===== src/rtl/rx_idle_timeout_pkg.sv =====
package rx_idle_timeout_pkg;
  typedef enum logic [1:0] {
    EV_NONE    = 2'd0,
    EV_EXPIRE  = 2'd1,
    EV_REPROG  = 2'd2
  } tmo_event_e;
endpackage


===== src/rtl/rto_limit_reg.sv =====
module rto_limit_reg #(
  parameter int W = 24,
  parameter logic [W-1:0] RST_VAL = '0
) (
  input  logic         clk,
  input  logic         rst_n,
  input  logic         we,
  input  logic [W-1:0] wdata,
  output logic [W-1:0] limit
);
  logic [W-1:0] limit_q, limit_d;

  always_comb begin
    limit_d = limit_q;
    if (we) limit_d = wdata;
  end

  always_ff @(posedge clk or negedge rst_n) begin
    if (!rst_n) limit_q <= RST_VAL;
    else        limit_q <= limit_d;
  end

  assign limit = limit_q;
endmodule


===== src/rtl/rto_compare.sv =====
module rto_compare
  import rx_idle_timeout_pkg::*;
#(
  parameter int W = 24
) (
  input  logic         en,
  input  logic         armed,
  input  logic         bit_tick,
  input  logic         start_det,
  input  logic         char_done,
  input  logic [W-1:0] count,
  input  logic [W-1:0] limit,
  input  logic         we,
  input  logic [W-1:0] wdata,
  output tmo_event_e   event_o,
  output logic         fire
);
  logic live;
  logic expire_hit;
  logic reprog_hit;

  always_comb begin
    live       = en && armed && !start_det && !char_done;
    // a tick that lifts the elapsed bit count above the active limit
    expire_hit = live && bit_tick && (count >= (we ? wdata : limit));
    reprog_hit = live && we && (wdata <= count);
    if (reprog_hit)      event_o = EV_REPROG;
    else if (expire_hit) event_o = EV_EXPIRE;
    else                 event_o = EV_NONE;
    fire = (event_o != EV_NONE);
  end
endmodule


===== src/rtl/rto_bit_counter.sv =====
module rto_bit_counter #(
  parameter int W = 24
) (
  input  logic         clk,
  input  logic         rst_n,
  input  logic         en,
  input  logic         bit_tick,
  input  logic         start_det,
  input  logic         char_done,
  input  logic         fire,
  output logic [W-1:0] count,
  output logic         armed
);
  localparam logic [W-1:0] CNT_MAX = {W{1'b1}};

  logic [W-1:0] cnt_q, cnt_d;
  logic         arm_q, arm_d;
  logic         cnt_ce;

  always_comb begin
    cnt_d  = cnt_q;
    arm_d  = arm_q;
    cnt_ce = 1'b0;
    if (!en) begin
      cnt_d = '0; arm_d = 1'b0; cnt_ce = 1'b1;
    end else if (start_det) begin
      cnt_d = '0; arm_d = 1'b0; cnt_ce = 1'b1;
    end else if (char_done) begin
      cnt_d = '0; arm_d = 1'b1; cnt_ce = 1'b1;
    end else if (arm_q) begin
      if (bit_tick && cnt_q != CNT_MAX) begin
        cnt_d  = cnt_q + 1'b1;
        cnt_ce = 1'b1;
      end
      if (fire) begin
        arm_d  = 1'b0;
        cnt_ce = 1'b1;
      end
    end
  end

  always_ff @(posedge clk or negedge rst_n) begin
    if (!rst_n) begin
      cnt_q <= '0;
      arm_q <= 1'b0;
    end else if (cnt_ce) begin
      cnt_q <= cnt_d;
      arm_q <= arm_d;
    end
  end

  assign count = cnt_q;
  assign armed = arm_q;
endmodule


===== src/rtl/rto_flag_ctrl.sv =====
module rto_flag_ctrl (
  input  logic clk,
  input  logic rst_n,
  input  logic set,
  input  logic clr,
  input  logic irq_en,
  output logic flag,
  output logic irq
);
  logic flag_q, flag_d;

  always_comb begin
    flag_d = flag_q;
    if (clr) flag_d = 1'b0;
    if (set) flag_d = 1'b1;
  end

  always_ff @(posedge clk or negedge rst_n) begin
    if (!rst_n) flag_q <= 1'b0;
    else        flag_q <= flag_d;
  end

  assign flag = flag_q;
  assign irq  = flag_q & irq_en;
endmodule


===== src/rtl/rx_idle_timeout.sv =====
module rx_idle_timeout
  import rx_idle_timeout_pkg::*;
#(
  parameter int CNT_W = 24,
  parameter logic [CNT_W-1:0] RESET_LIMIT = '0
) (
  input  logic             clk,
  input  logic             rst_n,
  input  logic             tmo_en,
  input  logic             irq_en,
  input  logic             bit_tick,
  input  logic             char_done,
  input  logic             start_det,
  input  logic             cfg_we,
  input  logic [CNT_W-1:0] cfg_wdata,
  input  logic             flag_clr,
  output logic             tmo_flag,
  output logic             irq
);
  logic [1:0]       rst_sync_q;
  logic             rst_int_n;
  logic [CNT_W-1:0] limit;
  logic [CNT_W-1:0] count;
  logic             armed;
  logic             fire;
  tmo_event_e       evt;

  always_ff @(posedge clk or negedge rst_n) begin
    if (!rst_n) rst_sync_q <= 2'b00;
    else        rst_sync_q <= {rst_sync_q[0], 1'b1};
  end
  assign rst_int_n = rst_sync_q[1];

  rto_limit_reg #(.W(CNT_W), .RST_VAL(RESET_LIMIT)) u_limit (
    .clk(clk), .rst_n(rst_int_n), .we(cfg_we), .wdata(cfg_wdata), .limit(limit)
  );

  rto_compare #(.W(CNT_W)) u_cmp (
    .en(tmo_en), .armed(armed), .bit_tick(bit_tick), .start_det(start_det),
    .char_done(char_done), .count(count), .limit(limit), .we(cfg_we),
    .wdata(cfg_wdata), .event_o(evt), .fire(fire)
  );

  rto_bit_counter #(.W(CNT_W)) u_cnt (
    .clk(clk), .rst_n(rst_int_n), .en(tmo_en), .bit_tick(bit_tick),
    .start_det(start_det), .char_done(char_done), .fire(fire),
    .count(count), .armed(armed)
  );

  rto_flag_ctrl u_flag (
    .clk(clk), .rst_n(rst_int_n), .set(fire), .clr(flag_clr),
    .irq_en(irq_en), .flag(tmo_flag), .irq(irq)
  );
endmodule


===== config.mk =====
export PLATFORM = sky130hd
export DESIGN_NAME = rx_idle_timeout
export DESIGN_NICKNAME = d
export VERILOG_FILES = /design/src/rtl/rx_idle_timeout_pkg.sv /design/src/rtl/rto_limit_reg.sv /design/src/rtl/rto_compare.sv /design/src/rtl/rto_bit_counter.sv /design/src/rtl/rto_flag_ctrl.sv /design/src/rtl/rx_idle_timeout.sv
export SDC_FILE = /design/constraint.sdc
export NUM_CORES = 1
export LEC_CHECK = 0
export ABC_AREA = 1
export ABC_CLOCK_PERIOD_IN_PS = 2200
export BUFFER_PORTS_ARGS = -buffer_cell sky130_fd_sc_hd__clkbuf_2
export CORE_UTILIZATION = 39
export CTS_BUF_LIST = sky130_fd_sc_hd__clkbuf_16
export DETAILED_ROUTE_END_ITERATION = 8
export GPL_ROUTABILITY_DRIVEN = 1
export PLACE_DENSITY = 0.61
export SLEW_MARGIN = 20
export SYNTH_ARGS = -nofsm -noshare
export SYNTH_HDL_FRONTEND = slang
export SYNTH_SLANG_ARGS = --single-unit

===== constraint.sdc =====
create_clock -name clk -period 2.2 [get_ports clk]
set_input_delay 0.22 -clock clk [delete_from_list [all_inputs] [get_ports clk]]
set_output_delay 0.22 -clock clk [all_outputs]
set_load 0.02 [all_outputs]

==> implementation parameters, run 1 <==
Parameter                              Value

Floorplan
  Die outline width ... 105 um
  Starting density of the core ... 0.401
  Die Outline Area ... 11000 sq um
  Number of cell rows ... 37
  Core Footprint ... 10300 sq um
  Ports placed on the boundary ... 35
  Height of the die ... 105 um

Logic synthesis
  Ranking of synthesized cells by area ... sky130_fd_sc_hd__dfrtp_1 (32%), sky130_fd_sc_hd__ha_1 (15%), sky130_fd_sc_hd__nand2_1 (9.8%)
  Warning count from the yosys run ... 0
  Summed instance area of the synthesized netlist ... 4130 sq um
  Share of the synthesized area in the top cell type ... 0.315
  Post-Syn Area per Cell ... 7.61 sq um
  Net count of the mapped netlist ... 624
  Synth Instances ... 542
  Sequential element share of the synthesized area ... 0.315
  Number of library cell types mapped by synthesis ... 38
  Synth area leader ... sky130_fd_sc_hd__dfrtp_1
  Flops & latches, synth ... 52

Min path
  Worst hold path type ... register to async pin

Flow run
  Maxcap violations ... 0

Detailed routing
  WL per Instance ... 14.4 um
  ANT nets after route ... 0
  Detail-routed via count per cell ... 5.10
  Number of iterations in the first detailed-routing pass ... 5
  Total number of vias ... 3705
  DRT Wirelength ... 10500 um
  Initial drt markers ... 201
  Final routed DRC violation total ... 0

GRT
  Global Route met2 Usage ... 0.345
  Global routing met3 resource utilization ... 0.0306
  Largest net degree at the start of global routing ... 26
  Via count of the first global-routing pass ... 3632
  Final global-route overflow total ... 0
  Antenna violations before repair ... 0
  First-pass GRT wire length ... 17800 um
  Aggregate global-route resource usage ... 0.204
  GR Util met1 ... 0.271
  GR peak layer ... met2

STA
  Max Fclk ... 498 MHz
  Count of endpoints failing hold in the final timing report ... 0
  Sum of negative setup slack ... 0 ps
  Worst Skew ... 7.54 ps
  Final setup viols ... 0
  Final worst path period need ... 2010 ps
  RSZ-0062 raised after global routing ... no
  Max-slew violation count ... 0
  Post-route clock period utilization ... 0.912

Final layout
  Layout net count ... 671
  Final core utilization ... 0.456
  Area occupied by registers ... 1310 sq um
  Number of fill cells in the layout ... 1045
  Antenna cell count ... 0
  Ratio of cells with drive above 1 in the final layout ... 0.214
  Signed area change from the synthesized netlist to the final layout ... 13.5%
  Multi-input combinational cell area ... 2440 sq um

Setup path
  Arr. time, crit path ... 2220 ps
  Critical register-to-register path startpoint ... u_cnt.count[0]
  Crit path capture type ... register
  Largest fanout on the critical path ... 13
  Worst setup path category ... register to register
  Required time of the worst setup path ... 2410 ps
  Setup slack of the most critical reg-to-reg path ... 190 ps
  Category of the worst setup path launch point ... register
  Worst reg2reg path endpoint ... u_cnt.count[22]
  Worst Reg2Reg Path Length in Cells ... 10

Power and ir drop
  Power, Total ... 2110 uW
  Worst vdd ir ... 297 uV
  Static leakage ... 0.00225 uW
  Power density over the cells ... 451 nW/um^2

CTS
  Clock latency at the later pin of the worst-skew pair ... 290 ps
  Sinks on Clock Net ... 52
  TritonCTS clock tree ... yes
  Clock-pin transition on the worst setup and hold timing paths ... 60 ps
  Buffer cell driving the clock tree root ... sky130_fd_sc_hd__clkbuf_16
  Total number of H-tree levels ... 2
  Clock Tree Buf Depth ... 2
  Number of buffers inserted during clock tree synthesis ... 5

Placed design
  Count of input and output buffers ... 34
  Gp weighted congestion ... 0.927
  Detail Placement HPWL ... 8570 um

Outcome
  Run status ... finished clean
-- worst max-delay path by stage --
| stage | from | to |
|---|---|---|
| floorplan | cfg_we | u_cnt.armed |
| global placement | cfg_we | u_cnt.armed |
| detailed placement | cfg_we | u_cnt.armed |
| CTS | u_cnt.count[14] | u_cnt.armed |
| global route | cfg_we | u_cnt.armed |
| finish | u_cnt.count[0] | u_cnt.count[22] |
-- worst max-delay path, stage by stage (launching register included) --
cell	delay [ps]
sky130_fd_sc_hd__dfrtp_1	420
sky130_fd_sc_hd__ha_1	290
sky130_fd_sc_hd__and3_4	250
sky130_fd_sc_hd__nand2_4	80
sky130_fd_sc_hd__nor2_4	50
sky130_fd_sc_hd__nand2_4	70
sky130_fd_sc_hd__nand2_4	60
sky130_fd_sc_hd__o21ai_4	230
sky130_fd_sc_hd__buf_4	290
sky130_fd_sc_hd__nand3_1	120
sky130_fd_sc_hd__o21ai_2	70
-- layout by cell type (no fill, tap or decap), types with 15 or more instances in the layout --
master,n
sky130_fd_sc_hd__buf_4,16
sky130_fd_sc_hd__or2_2,23
sky130_fd_sc_hd__inv_1,78
sky130_fd_sc_hd__o21ai_0,29
sky130_fd_sc_hd__a21oi_1,23
sky130_fd_sc_hd__o21ai_2,15
sky130_fd_sc_hd__nor2_1,39
sky130_fd_sc_hd__nand3_1,32
sky130_fd_sc_hd__clkbuf_2,34
sky130_fd_sc_hd__dfrtp_1,49
sky130_fd_sc_hd__ha_1,49
sky130_fd_sc_hd__nor3_1,23
sky130_fd_sc_hd__nand2_1,108
-- cell type report --
type,instances,share of cell area
repair buffers,52,0.0684
well taps,136,0.0363
clock buffers,5,0.0267
multi-input cells,396,0.522
inverters,82,0.0657
clock inverters,3,0.00240
flip-flops and latches,52,0.279
-- metal layers --
metal,share of wire,vias up
met1,0.46,1744
met4,0.011,0
met2,0.47,100
met5,0,-
li1,-,1853
met3,0.053,8
-- kinds of logic (layout without fill, tap and decap cells) --
kind of cell / count (synthesis) / count (layout) / synth area share
flip-flops: 52 / 52 / 0.315
buffers and inverters: 94 / 142 / 0.0934
XOR/XNOR: 8 / 8 / 0.0170
AND/OR/NAND/NOR: 258 / 258 / 0.305
adder cells (fa/ha/maj): 49 / 49 / 0.149
other: 1 / 1 / 0.000909
AO/OA/AOI/OAI: 80 / 80 / 0.120
-- synthesized netlist by cell type --
cell and count:
sky130_fd_sc_hd__nand2_1 108, sky130_fd_sc_hd__conb_1 1, sky130_fd_sc_hd__o211ai_1 1, sky130_fd_sc_hd__nand2_4 3
sky130_fd_sc_hd__o21ai_2 15, sky130_fd_sc_hd__nor2_4 1, sky130_fd_sc_hd__o21ai_0 29, sky130_fd_sc_hd__o22ai_2 1
sky130_fd_sc_hd__nand4_1 7, sky130_fd_sc_hd__nor3_2 2, sky130_fd_sc_hd__nor3_4 1, sky130_fd_sc_hd__o21ai_1 4
sky130_fd_sc_hd__nor3_1 23, sky130_fd_sc_hd__or2_2 23, sky130_fd_sc_hd__clkinv_1 1, sky130_fd_sc_hd__a21boi_0 1
sky130_fd_sc_hd__ha_1 49, sky130_fd_sc_hd__inv_1 76, sky130_fd_sc_hd__and3_4 1, sky130_fd_sc_hd__inv_2 5
sky130_fd_sc_hd__buf_2 2, sky130_fd_sc_hd__xor2_1 8, sky130_fd_sc_hd__buf_6 4, sky130_fd_sc_hd__nor4_1 2
sky130_fd_sc_hd__dfrtp_1 52, sky130_fd_sc_hd__nand2_2 1, sky130_fd_sc_hd__nor2_8 1, sky130_fd_sc_hd__o21ai_4 1
sky130_fd_sc_hd__nand3_2 8, sky130_fd_sc_hd__and3_1 1, sky130_fd_sc_hd__a21o_1 2, sky130_fd_sc_hd__or2_1 1
sky130_fd_sc_hd__nor2_1 41, sky130_fd_sc_hd__a21oi_1 23, sky130_fd_sc_hd__nand3_1 32, sky130_fd_sc_hd__nor2_2 2
sky130_fd_sc_hd__clkbuf_1 6, sky130_fd_sc_hd__o21bai_1 3
-- sequential cells by signal (all words and copies together) (netlist names) --
name           cells
u_cnt.armed        1
u_flag.flag        1
u_limit.limit     24
rst_sync_q         2
u_cnt.count       24
-- report_power, final --
part | internal (uW) | switching, uW | leakage [uW]
Clock | 410 | 337 | 0.0000738
Sequential | 1000 | 20.4 | 0.000650
Combinational | 130 | 211 | 0.00153
-- through the flow --
| step | area [sq um] | hold slack, ps | cells | setup WS, ps |
|---|---|---|---|---|
| 2_1_floorplan | 4130 | -75.6 | 542 | 351 |
| 3_3_place_gp | 4510 | 6.50 | 714 | -0.734 |
| 3_5_place_dp | 4510 | 8.40 | 714 | -49.1 |
| 4_1_cts | 4650 | 99.2 | 723 | 89.4 |
| 5_1_grt | 4680 | 111 | 726 | 2.98 |
| 6_report | 4680 | 91.8 | 726 | 194 |
-- what timing repair did --
action	in CTS	in global routing
resized for setup	0	4
buffers inserted	0	3
hold buffers	1	0
endpoints found under the setup margin	0	2
hold endpoints to repair	2	0
(Power assumes the default switching activity.)
==> run 2: changes to the inputs <==
--- a/config.mk
+++ b/config.mk
@@ -12,6 +12,7 @@
 export CTS_BUF_LIST = sky130_fd_sc_hd__clkbuf_16
 export DETAILED_ROUTE_END_ITERATION = 8
 export GPL_ROUTABILITY_DRIVEN = 1
+export GPL_TIMING_DRIVEN = 0
 export PLACE_DENSITY = 0.61
 export SLEW_MARGIN = 20
 export SYNTH_ARGS = -nofsm -noshare
==> run 2 against run 1 <==
Cell area down 0.11%. Clock skew down 3.0 ps. Flip-flop and latch count unchanged. Core utilization about the same. Maximum frequency down 2.1%. Register-to-register slack worse by 40 ps. Largest cell class unchanged. Highest routed layer unchanged.
==> implementation parameters, run 2 (synthesis gave the netlist of run 1 again) <==
Parameter                              Value

GRT
  Global Route met2 Usage ... 0.329 (-0.0156)
  Aggregate global-route resource usage ... 0.206 (+0.00265)
  Global routing met3 resource utilization ... 0.0299 (-0.000624)
  Via count of the first global-routing pass ... 3599 (-0.91%)
  Antenna violations before repair ... 0 (unchanged)
  GR peak layer ... met2
  Final global-route overflow total ... 0 (unchanged)
  Largest net degree at the start of global routing ... 51 (+96%)
  First-pass GRT wire length ... 17900 um (+0.47%)
  GR Util met1 ... 0.286 (+0.0151)

CTS
  Clock Tree Buf Depth ... 2 (unchanged)
  Buffer cell driving the clock tree root ... sky130_fd_sc_hd__clkbuf_16
  Total number of H-tree levels ... 2 (unchanged)
  Clock-pin transition on the worst setup and hold timing paths ... 70 ps (about the same)
  Sinks on Clock Net ... 52 (unchanged)
  Clock latency at the later pin of the worst-skew pair ... 290 ps (about the same)
  TritonCTS clock tree ... yes
  Number of buffers inserted during clock tree synthesis ... 5 (unchanged)

Floorplan
  Number of cell rows ... 37 (unchanged)
  Die Outline Area ... 11000 sq um (unchanged)
  Core Footprint ... 10300 sq um (unchanged)
  Ports placed on the boundary ... 35 (unchanged)
  Starting density of the core ... 0.401 (unchanged)
  Die outline width ... 105 um (unchanged)
  Height of the die ... 105 um (unchanged)

Min path
  Origin of the worst min-delay path ... flag_clr
  Worst hold path type ... input port to register
  Hold EP ... u_flag.flag
  Cell count of the worst hold path ... 2

Placed design
  # placed instances ... 711 (-0.42%)
  Detail Placement HPWL ... 8440 um (-1.5%)
  Count of input and output buffers ... 33 (-2.9%)
  Gp weighted congestion ... 0.919 (-0.91%)

STA
  Max Fclk ... 488 MHz (-2.1%)
  Sum of negative setup slack ... 0 ps (unchanged)
  Count of endpoints failing hold in the final timing report ... 0 (unchanged)
  Normalized max-slew margin ... 0.551
  Tightest Pin Transition ... 673 ps
  Final worst path period need ... 2050 ps (+43.4 ps)
  Max-slew violation count ... 0 (unchanged)
  Post-route clock period utilization ... 0.932 (+0.0197)
  Final setup viols ... 0 (unchanged)
  RSZ-0062 raised after global routing ... no
  Worst Skew ... 4.54 ps (-3.00 ps)

Setup path
  Worst-path cell with the longest stage delay ... sky130_fd_sc_hd__dfrtp_1
  Critical register-to-register path startpoint ... u_cnt.count[0]
  Worst setup path category ... register to register
  Delay of the slowest cell on the worst path ... 420 ps (about the same)
  Worst Reg2Reg Path Length in Cells ... 11 (+1)
  Cell occurring most often along the worst timing path ... sky130_fd_sc_hd__nand2_4
  Largest fanout on the critical path ... 10 (-3)
  Crit path capture type ... register
  Setup slack of the most critical reg-to-reg path ... 150 ps (-40 ps)
  Arr. time, crit path ... 2270 ps (+50 ps)
  Worst reg2reg path endpoint ... u_cnt.count[5]
  Chain of cells forming the critical path ... ha_1 -> and3_4 -> buf_6 -> nand2_4 -> nor2_4 -> nand2_4 -> nand2_4 -> o21ai_4 -> buf_6 -> nand3_2 -> o21ai_2
  Category of the worst setup path launch point ... register
  Required time of the worst setup path ... 2420 ps (about the same)

Detailed routing
  DRT Wirelength ... 10500 um (+0.62%)
  Initial drt markers ... 149 (-26%)
  WL per Instance ... 14.6 um (+1.3%)
  ANT nets after route ... 0 (unchanged)
  Final routed DRC violation total ... 0 (unchanged)
  Total number of vias ... 3667 (-1.0%)
  Detail-routed via count per cell ... 5.09 (-0.34%)
  Number of iterations in the first detailed-routing pass ... 5 (unchanged)

Power and ir drop
  Power density over the cells ... 454 nW/um^2 (+0.75%)
  Worst vdd ir ... 332 uV (+12%)
  Static leakage ... 0.00224 uW (-0.55%)

Final layout
  Layout net count ... 666 (-0.75%)
  Final core utilization ... 0.455 (-0.000487)
  Most common cell after layout, fill and taps aside ... sky130_fd_sc_hd__nand2_1
  Final std cells w/o fill ... 721 (-0.69%)
  Antenna cell count ... 0 (unchanged)
  Number of fill cells in the layout ... 1061 (+1.5%)
  Top library cells by usage in the layout, fill and taps aside ... sky130_fd_sc_hd__nand2_1 (106), sky130_fd_sc_hd__inv_1 (77), sky130_fd_sc_hd__dfrtp_1 (50)
  Signed area change from the synthesized netlist to the final layout ... 13.4%
  Ratio of cells with drive above 1 in the final layout ... 0.215 (+0.00183)

Outcome
  Run status ... finished clean

Flow run
  Maxcap violations ... 0 (unchanged)
-- run 2: cell count changes in the layout (fill, tap and decap cells not counted), moves of 4 or more --
cell,before,now
sky130_fd_sc_hd__o21ai_2,15,20
sky130_fd_sc_hd__o21ai_0,29,23
sky130_fd_sc_hd__buf_6,0,4
sky130_fd_sc_hd__buf_4,16,1
-- run 2: power by group --
group          internal (uW)  switching (uW)  total, uW
Combinational            128             198        325
Clock                    411             349        760
Sequential              1000            36.6       1040
-- run 2: worst max path at each step --
| stage | start | slack [ps] | cells past startpoint | endpoint |
|---|---|---|---|---|
| final | u_cnt.count[0] | 150 | 11 | u_cnt.count[5] |
| after CTS | cfg_we | 10 | 17 | u_cnt.armed |
| after detailed placement | cfg_we | -600 | 14 | u_cnt.armed |
| after global placement | cfg_we | -560 | 14 | u_cnt.armed |
| after global routing | u_cnt.count[1] | 0.7 | 11 | u_cnt.count[17] |
| after floorplan | cfg_we | 350 | 13 | u_cnt.armed |
-- run 2: layout make-up --
class | count | area [sq um] | share of cell area
inverters | 82 | 310 | 0.0663
clock buffers | 5 | 125 | 0.0267
well taps | 136 | 170 | 0.0364
flip-flops and latches | 52 | 1310 | 0.279
plain buffers | 12 | 100 | 0.0214
clock inverters | 3 | 11.3 | 0.00241
repair buffers | 35 | 185 | 0.0396
multi-input cells | 396 | 2470 | 0.528
-- run 2: critical path: cells and delay by family, from the launching register on --
| family | cells | cell delay (ps) |
|---|---|---|
| buf+inv | 2 | 350 |
| fa+ha+maj | 1 | 280 |
| compound gates | 2 | 350 |
| simple gates | 6 | 560 |
| flops | 1 | 420 |
-- run 2: layer usage --
layer / share of wire / vias up
met5: 0 / -
met4: 0.019 / 0
met3: 0.035 / 15
met2: 0.46 / 60
met1: 0.49 / 1735
li1: - / 1857
-- run 2: timing repair --
| item | CTS | global route |
|---|---|---|
| hold buffers | 1 | 0 |
| endpoints found under the hold margin | 2 | 0 |
| setup endpoints to repair | 2 | 2 |
| pin swaps | 0 | 10 |
| buffers inserted | 0 | 1 |
| gates resized for setup | 7 | 22 |
-- run 2: stage by stage --
| stage | cell area (sq um) | total power, uW | hold slack [ps] | setup WS [ps] |
|---|---|---|---|---|
| global placement | 4460 | 1360 | 6.02 | -560 |
| CTS | 4630 | 2130 | 132 | 10.4 |
| detailed placement | 4460 | 1370 | 7.15 | -601 |
| global route | 4680 | 2240 | 130 | 0.736 |
| finish | 4680 | 2130 | 129 | 150 |
| floorplan | 4130 | 1250 | -75.6 | 351 |
==> run 3: changes to the inputs <==
--- a/config.mk
+++ b/config.mk
@@ -8,12 +8,12 @@
 export ABC_AREA = 1
 export ABC_CLOCK_PERIOD_IN_PS = 2200
 export BUFFER_PORTS_ARGS = -buffer_cell sky130_fd_sc_hd__clkbuf_2
-export CORE_UTILIZATION = 39
+export CORE_UTILIZATION = 35
 export CTS_BUF_LIST = sky130_fd_sc_hd__clkbuf_16
 export DETAILED_ROUTE_END_ITERATION = 8
 export GPL_ROUTABILITY_DRIVEN = 1
 export GPL_TIMING_DRIVEN = 0
-export PLACE_DENSITY = 0.61
+export PLACE_DENSITY = 0.56
 export SLEW_MARGIN = 20
 export SYNTH_ARGS = -nofsm -noshare
 export SYNTH_HDL_FRONTEND = slang
==> run 3 against run 2 <==
First-iteration DRC count rose by 56%. Register-to-register slack barely moved. Clock skew rose by 2.0 ps. Routed wire length rose by 4.4%. Global-route usage fell by 2.6 points. Critical path type is now input port to register.
==> implementation parameters, run 3 (synthesis gave the netlist of run 1 again) <==
Parameter                              Value

Outcome
  Run status ... finished clean

STA
  Final setup viols ... 0 (unchanged)
  Final worst slack ... 107 ps (-43.6 ps)
  Normalized max-slew margin ... 0.532 (-0.0192)
  Tightest hold margin ... 136 ps (+7.50 ps)
  Final worst path period need ... 2090 ps (+43.6 ps)
  Max Fclk ... 478 MHz (-2.1%)
  Count of endpoints failing hold in the final timing report ... 0 (unchanged)
  Worst Skew ... 6.55 ps (+2.01 ps)
  Sum of negative setup slack ... 0 ps (unchanged)
  Tightest Pin Transition ... 702 ps (+28.8 ps)
  Max-slew violation count ... 0 (unchanged)
  Post-route clock period utilization ... 0.951 (+0.0198)

Detailed routing
  Detail-routed via count per cell ... 4.99 (-1.9%)
  WL per Instance ... 14.9 um (+2.3%)
  Final routed DRC violation total ... 0 (unchanged)
  ANT nets after route ... 0 (unchanged)
  DRT Wirelength ... 11000 um (+4.4%)
  Number of iterations in the first detailed-routing pass ... 4 (-1)
  Total number of vias ... 3672 (+0.14%)
  Initial drt markers ... 233 (+56%)

GRT
  Largest net degree at the start of global routing ... 51 (unchanged)
  Via count of the first global-routing pass ... 3555 (-1.2%)
  Final global-route overflow total ... 0 (unchanged)
  First-pass GRT wire length ... 17700 um (-1.3%)
  Antenna violations before repair ... 0 (unchanged)
  Aggregate global-route resource usage ... 0.180 (-0.0260)

Placed design
  Detail Placement HPWL ... 8440 um (about the same)
  Count of input and output buffers ... 33 (unchanged)
  Instance area at placement ... 4470 sq um (+0.20%)
  Worst Setup Slack post-DPL ... -610 ps (-9.13 ps)
  Gp weighted congestion ... 0.888 (-3.4%)

Floorplan
  Height of the die ... 111 um (+5.5%)
  Starting density of the core ... 0.360 (-0.0416)
  Core Footprint ... 11500 sq um (+12%)
  Number of cell rows ... 39 (+5.4%)
  Die outline width ... 111 um (+5.5%)
  Ports placed on the boundary ... 35 (unchanged)
  Die Outline Area ... 12200 sq um (+11%)

Final layout
  Antenna cell count ... 0 (unchanged)
  Ratio of cells with drive above 1 in the final layout ... 0.243 (+0.0274)
  Number of fill cells in the layout ... 1162 (+9.5%)
  Summed area of non-filler cells in the final layout ... 4840 sq um (+3.6%)
  Layout net count ... 674 (+1.2%)
  Most common cell after layout, fill and taps aside ... sky130_fd_sc_hd__nand2_1
  Top library cells by usage in the layout, fill and taps aside ... sky130_fd_sc_hd__nand2_1 (105), sky130_fd_sc_hd__inv_1 (77), sky130_fd_sc_hd__dfrtp_1 (50)
  Signed area change from the synthesized netlist to the final layout ... 17.4%

Setup path
  Crit path capture type ... register
  Chain of cells forming the critical path ... buf_8 -> clkinvlp_4 -> buf_12 -> buf_8 -> or2_2 -> o21ai_2 -> ha_1 -> nand2_2 -> inv_1 -> nand2_1 -> nand2_1 -> a21oi_1 -> nand2_1 -> nand2_2 -> nand3_4 -> nand2_2 -> nand3_2 -> a21oi_2
  Category of the worst setup path launch point ... input port
  Worst setup path category ... input port to register
  Arr. time, crit path ... 2320 ps (+50 ps)
  Worst-path cell with the longest stage delay ... sky130_fd_sc_hd__or2_2
  Largest fanout on the critical path ... 6 (-4)
  Delay of the slowest cell on the worst path ... 280 ps (-140 ps)
  Required time of the worst setup path ... 2420 ps (about the same)

CTS
  TritonCTS clock tree ... yes
  Buffer cell driving the clock tree root ... sky130_fd_sc_hd__clkbuf_16
  Clock-pin transition on the worst setup and hold timing paths ... 70 ps (about the same)
  Total number of H-tree levels ... 2 (unchanged)
  Sinks on Clock Net ... 52 (unchanged)
  Clock Tree Buf Depth ... 2 (unchanged)
  Number of buffers inserted during clock tree synthesis ... 5 (unchanged)
  Clock latency at the later pin of the worst-skew pair ... 290 ps (about the same)

Flow run
  Maxcap violations ... 0 (unchanged)

Power and ir drop
  Worst vdd ir ... 252 uV (-24%)
  Power density over the cells ... 447 nW/um^2 (-1.6%)
  Static leakage ... 0.00230 uW (+2.8%)

Min path
  Worst hold path type ... input port to register
==> run 3: cell count changes in the layout (fill, tap and decap cells not counted), moves of 3 or more <==
cell                      delta
sky130_fd_sc_hd__buf_4       +5
sky130_fd_sc_hd__o21ai_0     -5
sky130_fd_sc_hd__o21ai_2     +5
sky130_fd_sc_hd__buf_8       +3
sky130_fd_sc_hd__or2_2       -3
sky130_fd_sc_hd__or2_4       +3
==> run 3: critical path, delay by kind of cell <==
kind | cells | cell delay (ps)
buffers and inverters | 5 | 580
adder cells (fa/ha/maj) | 1 | 260
AO/OA/AOI/OAI | 3 | 310
AND/OR/NAND/NOR | 9 | 940
==> run 3: per-stage QoR <==
step | power (uW) | util | cells
finish | 2160 | 0.422 | 736
global route | 2270 | 0.422 | 736
CTS | 2140 | 0.405 | 727
detailed placement | 1370 | 0.390 | 718
global placement | 1360 | 0.390 | 718
floorplan | 1250 | - | 542
==> run 3: cell type report <==
cell class,instances,area (sq um),share of cell area
sequential,52,1310,0.270
tap,143,179,0.0369
buffer,12,101,0.0209
inverter,82,312,0.0643
multi-input combinational,396,2520,0.521
timing repair buffer,43,287,0.0591
clock inverter,3,11.3,0.00232
clock buffer,5,125,0.0258
==> run 3: what timing repair did <==
action                     in CTS  in global routing
hold buffers                    1                  0
buffers inserted                0                  8
hold endpoints to repair        2                  0
gates resized for setup         7                 48
pin swaps                       0                 22
setup endpoints to repair       2                  2
gates cloned                    0                  1
==> run 3: power breakdown <==
part / switching, uW / internal, uW / total, uW
sequential: 38.7 / 1000 / 1040
clock: 352 / 411 / 764
combinational: 209 / 151 / 359
total: 600 / 1570 / 2160
==> run 3: worst paths after layout <==
path / from / endpoint / slack, ps / depth (start not counted)
worst min-delay path: flag_clr / u_flag.flag / 140 / 2
min in group asynchronous: rst_n / rst_sync_q[1] / 230 / 2
worst min register to register: rst_sync_q[0] / rst_sync_q[1] / 350 / 0
max in group asynchronous: rst_sync_q[1] / u_cnt.count[14] / 1310 / 0
worst max-delay path: cfg_we / u_cnt.armed / 110 / 18
worst max register to register: u_cnt.count[1] / u_cnt.count[17] / 150 / 11
==> run 3: per-layer routing <==
layer / part of all wire / wire length [um] / track usage
met3: 0.043 / 474 / 0.0203
met2: 0.45 / 4960 / 0.289
met4: 0.020 / 221 / 0.0516
met1: 0.49 / 5340 / 0.255
met5: 0 / 0 / 0
